<file path="config.mk">
export PLATFORM = sky130hd
export DESIGN_NAME = i2c_bus_ctrl
export DESIGN_NICKNAME = d
export VERILOG_FILES = /design/src/rtl/i2c_bus_pkg.sv /design/src/rtl/i2c_line_sync.sv /design/src/rtl/i2c_bus_regs.sv /design/src/rtl/i2c_bus_dp.sv /design/src/rtl/i2c_bus_ctrl.sv
export SDC_FILE = /design/constraint.sdc
export NUM_CORES = 1
export LEC_CHECK = 0
export BUFFER_PORTS_ARGS = -buffer_cell sky130_fd_sc_hd__buf_2
export CAP_MARGIN = 20
export CORE_ASPECT_RATIO = 1.1
export CORE_MARGIN = 2
export CORE_UTILIZATION = 40
export CTS_BUF_LIST = sky130_fd_sc_hd__clkbuf_4 sky130_fd_sc_hd__clkbuf_8
export CTS_CLUSTER_SIZE = 24
export DETAILED_ROUTE_END_ITERATION = 8
export PLACE_DENSITY_LB_ADDON = 0.05
export SLEW_MARGIN = 15
export SYNTH_ARGS = -nofsm -noshare
export SYNTH_HDL_FRONTEND = slang
export SYNTH_SLANG_ARGS = --single-unit
</file>
<file path="constraint.sdc">
create_clock -name clk -period 1.4 [get_ports clk]
set_input_delay 0.07 -clock clk [delete_from_list [all_inputs] [get_ports clk]]
set_output_delay 0.07 -clock clk [all_outputs]
set_load 0.1 [all_outputs]
</file>
<file path="src/rtl/i2c_bus_pkg.sv">
package i2c_bus_pkg;
  localparam int SPEED_W = 3;

  // strobes from the register control to the datapath
  typedef struct packed {
    logic               enable;
    logic [SPEED_W-1:0] speedCode;
    logic               restartDiv;
  } ctrlStrobe_t;
endpackage

</file>
<file path="src/rtl/i2c_line_sync.sv">
module i2c_line_sync #(
  parameter int STAGES = 2
) (
  input  logic clk,
  input  logic rstN,
  input  logic d,
  output logic q
);
  logic [STAGES-1:0] chain;

  // idle bus level is high, so the chain resets to ones
  always_ff @(posedge clk or negedge rstN) begin
    if (!rstN) chain <= '1;
    else       chain <= {chain[STAGES-2:0], d};
  end

  assign q = chain[STAGES-1];
endmodule

</file>
<file path="src/rtl/i2c_bus_regs.sv">
module i2c_bus_regs
  import i2c_bus_pkg::*;
#(
  parameter int DATA_W      = 8,
  parameter int EN_BIT      = 7,
  parameter int BUSY_BIT    = 3,
  parameter int SDA_OWN_BIT = 7,
  parameter int SCL_OWN_BIT = 6,
  parameter int RST_SPEED   = 1
) (
  input  logic              clk,
  input  logic              rstN,
  input  logic              regWrEn,
  input  logic              regAddr,
  input  logic [DATA_W-1:0] regWrData,
  input  logic              busBusy,
  output logic [DATA_W-1:0] regRdData,
  output ctrlStrobe_t       ctrlStb,
  output logic              sdaPinSel,
  output logic              sclPinSel
);
  localparam logic ADDR_CTRL = 1'b0;
  localparam logic ADDR_PIN  = 1'b1;

  logic               enReg;
  logic [SPEED_W-1:0] speedReg;
  logic               sdaOwn;
  logic               sclOwn;
  logic               ctrlWr;
  logic               pinWr;

  assign ctrlWr = regWrEn && (regAddr == ADDR_CTRL);
  assign pinWr  = regWrEn && (regAddr == ADDR_PIN);

  always_ff @(posedge clk or negedge rstN) begin
    if (!rstN) begin
      enReg    <= 1'b0;
      speedReg <= SPEED_W'(RST_SPEED);
    end else if (ctrlWr) begin
      enReg    <= regWrData[EN_BIT];
      speedReg <= regWrData[SPEED_W-1:0];
    end
  end

  always_ff @(posedge clk or negedge rstN) begin
    if (!rstN) begin
      sdaOwn <= 1'b0;
      sclOwn <= 1'b0;
    end else if (pinWr) begin
      sdaOwn <= regWrData[SDA_OWN_BIT];
      sclOwn <= regWrData[SCL_OWN_BIT];
    end
  end

  always_comb begin
    regRdData = '0;
    if (regAddr == ADDR_CTRL) begin
      regRdData[EN_BIT]        = enReg;
      regRdData[BUSY_BIT]      = busBusy;
      regRdData[SPEED_W-1:0]   = speedReg;
    end else begin
      regRdData[SDA_OWN_BIT]   = sdaOwn;
      regRdData[SCL_OWN_BIT]   = sclOwn;
    end
  end

  assign ctrlStb.enable     = enReg;
  assign ctrlStb.speedCode  = speedReg;
  assign ctrlStb.restartDiv = ctrlWr;
  assign sdaPinSel          = sdaOwn;
  assign sclPinSel          = sclOwn;
endmodule

</file>
<file path="src/rtl/i2c_bus_dp.sv">
module i2c_bus_dp
  import i2c_bus_pkg::*;
#(
  parameter int SYNC_STAGES = 2,
  parameter int BASE_HALF   = 16
) (
  input  logic        clk,
  input  logic        rstN,
  input  ctrlStrobe_t ctrlStb,
  input  logic        sclIn,
  input  logic        sdaIn,
  output logic        busBusy,
  output logic        sclTick
);
  localparam int MAX_CODE = (1 << SPEED_W) - 1;
  localparam int CNT_W    = $clog2(BASE_HALF << MAX_CODE);
  localparam int HALF_W   = CNT_W + 1;
  localparam int LINES    = 2;

  // line monitor: index 0 is SCL, index 1 is SDA
  logic [LINES-1:0] lineRaw;
  logic [LINES-1:0] lineNow;
  logic [LINES-1:0] linePrev;

  assign lineRaw = {sdaIn, sclIn};

  for (genvar i = 0; i < LINES; i++) begin : g_sync
    i2c_line_sync #(.STAGES(SYNC_STAGES)) u_sync (
      .clk (clk),
      .rstN(rstN),
      .d   (lineRaw[i]),
      .q   (lineNow[i])
    );
  end

  always_ff @(posedge clk or negedge rstN) begin
    if (!rstN) linePrev <= '1;
    else       linePrev <= lineNow;
  end

  logic sclHigh;
  logic startSeen;
  logic stopSeen;

  assign sclHigh   = lineNow[0] && linePrev[0];
  assign startSeen = sclHigh &&  linePrev[1] && !lineNow[1];
  assign stopSeen  = sclHigh && !linePrev[1] &&  lineNow[1];

  always_ff @(posedge clk or negedge rstN) begin
    if (!rstN)                busBusy <= 1'b0;
    else if (!ctrlStb.enable) busBusy <= 1'b0;
    else if (startSeen)       busBusy <= 1'b1;
    else if (stopSeen)        busBusy <= 1'b0;
  end

  // half-bit-period rate generator
  logic [HALF_W-1:0] halfLen;
  logic [CNT_W-1:0]  lastCnt;
  logic [CNT_W-1:0]  divCnt;
  logic              atLast;

  assign halfLen = HALF_W'(BASE_HALF) << ctrlStb.speedCode;
  assign lastCnt = CNT_W'(halfLen - HALF_W'(1));
  assign atLast  = (divCnt == lastCnt);

  always_ff @(posedge clk or negedge rstN) begin
    if (!rstN)                                      divCnt <= '0;
    else if (!ctrlStb.enable || ctrlStb.restartDiv) divCnt <= '0;
    else if (atLast)                                divCnt <= '0;
    else                                            divCnt <= divCnt + CNT_W'(1);
  end

  assign sclTick = ctrlStb.enable && atLast;
endmodule

</file>
<file path="src/rtl/i2c_bus_ctrl.sv">
module i2c_bus_ctrl
  import i2c_bus_pkg::*;
#(
  parameter int DATA_W      = 8,
  parameter int SYNC_STAGES = 2,
  parameter int BASE_HALF   = 16
) (
  input  logic              clk,
  input  logic              rstN,
  input  logic              regWrEn,
  input  logic              regAddr,
  input  logic [DATA_W-1:0] regWrData,
  output logic [DATA_W-1:0] regRdData,
  input  logic              sclIn,
  input  logic              sdaIn,
  output logic              busBusy,
  output logic              sclTick,
  output logic              sdaPinSel,
  output logic              sclPinSel
);
  ctrlStrobe_t ctrlStb;

  i2c_bus_regs #(.DATA_W(DATA_W)) u_regs (
    .clk      (clk),
    .rstN     (rstN),
    .regWrEn  (regWrEn),
    .regAddr  (regAddr),
    .regWrData(regWrData),
    .busBusy  (busBusy),
    .regRdData(regRdData),
    .ctrlStb  (ctrlStb),
    .sdaPinSel(sdaPinSel),
    .sclPinSel(sclPinSel)
  );

  i2c_bus_dp #(.SYNC_STAGES(SYNC_STAGES), .BASE_HALF(BASE_HALF)) u_dp (
    .clk    (clk),
    .rstN   (rstN),
    .ctrlStb(ctrlStb),
    .sclIn  (sclIn),
    .sdaIn  (sdaIn),
    .busBusy(busBusy),
    .sclTick(sclTick)
  );
endmodule

</file>
==> summary.log <==
[routing] DR pass1 iterations 4
[synthesis] number of distinct library cells after synthesis 31
[grt] remaining global-route overflow 0
[cells_and_area] fraction of layout instances using a drive strength above 1 54.2%
[sta] worst hold slack 0.115 ns
[worst_setup_path] Worst Setup Start Kind register
[cts] maximum clock insertion buffer count 2
[place] Detailed Place HPWL 1950 um
[sta] clock tree skew after final layout 0.00455 ns
[synthesis] share of synthesized cell area in full adder, half adder and majority cells 0.986%
[worst_setup_path] Crit-path slowest cell dfrtp_1
[routing] DR iter-0 viols 21
[place] placed cell count 181
[cells_and_area] core occupancy in the finished layout 61.0%
[synthesis] share of Yosys cell area claimed by the top area cell type 33.5%
[flow_run] max_cap viols 0
[cells_and_area] growth of design area from synthesis to finish 46.5%
[worst_setup_path] endpoint class of the critical path output port
[synthesis] leading area contributor after synthesis dfrtp_1
[power] maximum vdd drop 0.799 mV
[power] Power per Cell Area 1020 nW/um^2
[floorplan] Initial Utilization 41.6%
[cts] clock buffer count from CTS 3
[synthesis] post-synthesis average cell area 11.2 um^2
[synthesis] Compound-Gate Fraction of Synth Area 14.4%
[place] weighted congestion at the end of routability-driven global placement 0.821
[synthesis] main area contributors after synthesis dfrtp_1 (34%), dfstp_2 (14%), a211oi_2 (9.9%)
[sta] Tcrit/Tclk final 136%
[power] total leakage power 0.800 nW
[place] Port Buffer Count 20
[synthesis] count of synthesis-stage warnings from yosys 0
[grt] wire length of the first global-routing pass 4760 um
[synthesis] cell area after synthesis 1270 um^2
[routing] WL/cell 13.6 um
[sta] fmax 527 MHz
[sta] Setup TNS Final -4.77 ns
[synthesis] sequential fraction of the synthesis area 48.0%
[floorplan] Die W 57.7 um
[sta] unrepaired setup endpoints after global routing yes
[place] standard cell area after detailed placement 1620 um^2
[sta] time the worst path needs with I/O delays and setup 1.90 ns
[outcome] violated checks setup timing
[cells_and_area] # nets final 184
[sta] Max-Slew Margin vs Limit 64.9%
[grt] maximum number of pins on one net before global-route repair 25
[cts] clock tree from TritonCTS built
[cells_and_area] layout filler cell count 263
[cts] clock-pin slew of the registers on the worst-case setup and hold paths 0.14 ns
[cts] number of clock sinks 24
[floorplan] Die Outline Area 3640 um^2
[worst_setup_path] Setup Crit Path Kind register to output port
[power] total chip power 1.90 mW
[cells_and_area] diode insertion count for antenna repair 0
[cells_and_area] Cell Count, Final, Fillers Out 202
[grt] via count of the first global-routing pass 1097
[cts] source-to-sink clock delay at the later pin of the worst-skew pair 0.31 ns
[worst_setup_path] Largest stage delay, worst path 0.46 ns
[worst_setup_path] arrival time worst endpoint 1.83 ns
[synthesis] xor-xnor portion of the synthesized cell area 8.28%
[routing] post-detailed-route count of antenna-violating nets 0
[routing] drt total wl 2750 um
[outcome] run status finished, violations left
[synthesis] simple logic cell fraction of the synthesized area 17.0%
[routing] vias after detailed routing 1016
[synthesis] total of flip-flops plus latches after synthesis 24
[routing] vias per std cell 5.03
[hold_path] type of the worst min-delay path input port to register
[sta] post-route worst setup slack -0.497 ns
[worst_setup_path] data required time at the worst endpoint 1.33 ns
[cells_and_area] most frequent cells in the layout buf_4 (26), buf_2 (14), dfrtp_1 (13)
[place] worst slack, placed -0.216 ns
[cts] number of levels the H-tree was split into 1
[floorplan] number of top-level design ports 26
[grt] number of antenna violations at the first check in global routing 0
[sta] slew at the pin closest to its max-slew limit 0.527 ns
[floorplan] core region area 3050 um^2
[cells_and_area] commonest non-fill, non-tap cell in the layout buf_4
[routing] DRC violation count after routing 0
[sta] final number of max-transition violations 0
[worst_setup_path] maximum fanout count along the critical path 6
[synthesis] main combinational cell family by area after synthesis simple AND/OR/NAND/NOR gates
[cts] Clk Tree Root Cell clkbuf_4
[synthesis] post-synthesis mux area share 5.33%
[grt] All-Layer GR Usage 17.0%
[cells_and_area] post-route cell area 1860 um^2
[floorplan] Placement Rows 21
[sta] setup violators final 12
[synthesis] Gate Count Post-Synth 113
[sta] number of hold violations in the final report 0
[worst_setup_path] cells traversed along the worst timing path or3_1 -> a21oi_1 -> o311a_1 -> and3_4 -> buf_12
[floorplan] Die Y-Extent 63.1 um
## final cells by class
type                    instances  area [um^2]  area share (%)
clock buffers                   3         22.5            1.21
multi-input cells              78          637            34.3
flip-flops and latches         24          614            33.0
repair buffers                 58          498            26.8
well taps                      34         42.5            2.29
clock inverters                 1         30.0            1.62
inverters                       4         15.0           0.808
## layer usage
metal	global-route usage, %	vias up	routed length, um
met5	0	-	0
li1	-	501	-
met2	31.7	20	1450
met4	6.10	0	22
met1	19.4	493	1200
met3	1.85	2	79
## synth_stat cells
cell	instances
dfrtp_1	17
a211oi_2	10
nand2_1	8
dfstp_2	7
xnor2_1	7
mux2_2	6
nor2_1	6
nor2b_1	5
o21ai_0	5
xor2_1	5
buf_2	4
inv_1	4
and2_1	3
nand3_1	3
a21oi_1	2
a31oi_1	2
buf_4	2
buf_6	2
nand4_1	2
nor3_1	2
and3_2	1
and4_1	1
conb_1	1
ha_1	1
nand2b_1	1
nor4_1	1
nor4b_1	1
nor4b_4	1
o311a_1	1
or3_1	1
or4_1	1
## power by group
group          switching (mW)  internal [mW]
logic                   0.375          0.234
clock network           0.212          0.289
registers              0.0415          0.747
## state kept, by name, indices dropped and copies added, names as in the netlist
signal / cells
u_regs.sclPinSel: 1
u_dp.g_sync.u_sync.chain: 4
u_regs.sdaPinSel: 1
u_regs.enReg: 1
u_regs.speedReg: 3
u_dp.divCnt: 11
u_dp.busBusy: 1
u_dp.linePrev: 2
## what timing repair did
action                                 in CTS  in global routing
endpoints found under the hold margin      25                  0
hold buffers                                8                  0
setup endpoints to repair                  14                 14
setup buffers                               2                  7
gates resized for setup                     6                  5
pin swaps                                   1                  1
## logic make-up after synthesis
logic type / count (synthesis)
and+or+nand+nor: 37
muxes: 6
xor gates and xnor gates: 12
DFF: 24
buffers and inverters: 12
adders and majority gates: 1
other: 1
AOI/OAI and AO/OA: 20
## critical path: cells and delay by family, from the launching register on
kind            cells  cell delay [ns]
flops               1             0.46
simple gates        2             0.56
buf+inv             1             0.17
compound gates      2             0.33
## final timing paths
path / startpoint / cells after the start / endpoint / slack, ns
hold reg to reg: u_dp.g_sync[1].u_sync.chain[0] / 0 / u_dp.g_sync[1].u_sync.chain[1] / 0.36
setup / recovery: u_regs.speedReg[1] / 5 / sclTick / -0.50
hold / removal: regWrEn / 3 / u_regs.sclPinSel / 0.11
max in group asynchronous: rstN / 2 / u_regs.sdaPinSel / 0.76
min in group asynchronous: rstN / 2 / u_dp.divCnt[3] / 0.26
setup reg to reg: u_regs.speedReg[0] / 7 / u_dp.divCnt[1] / -0.43
No activity file was read; power rests on OpenSTA's default activity.
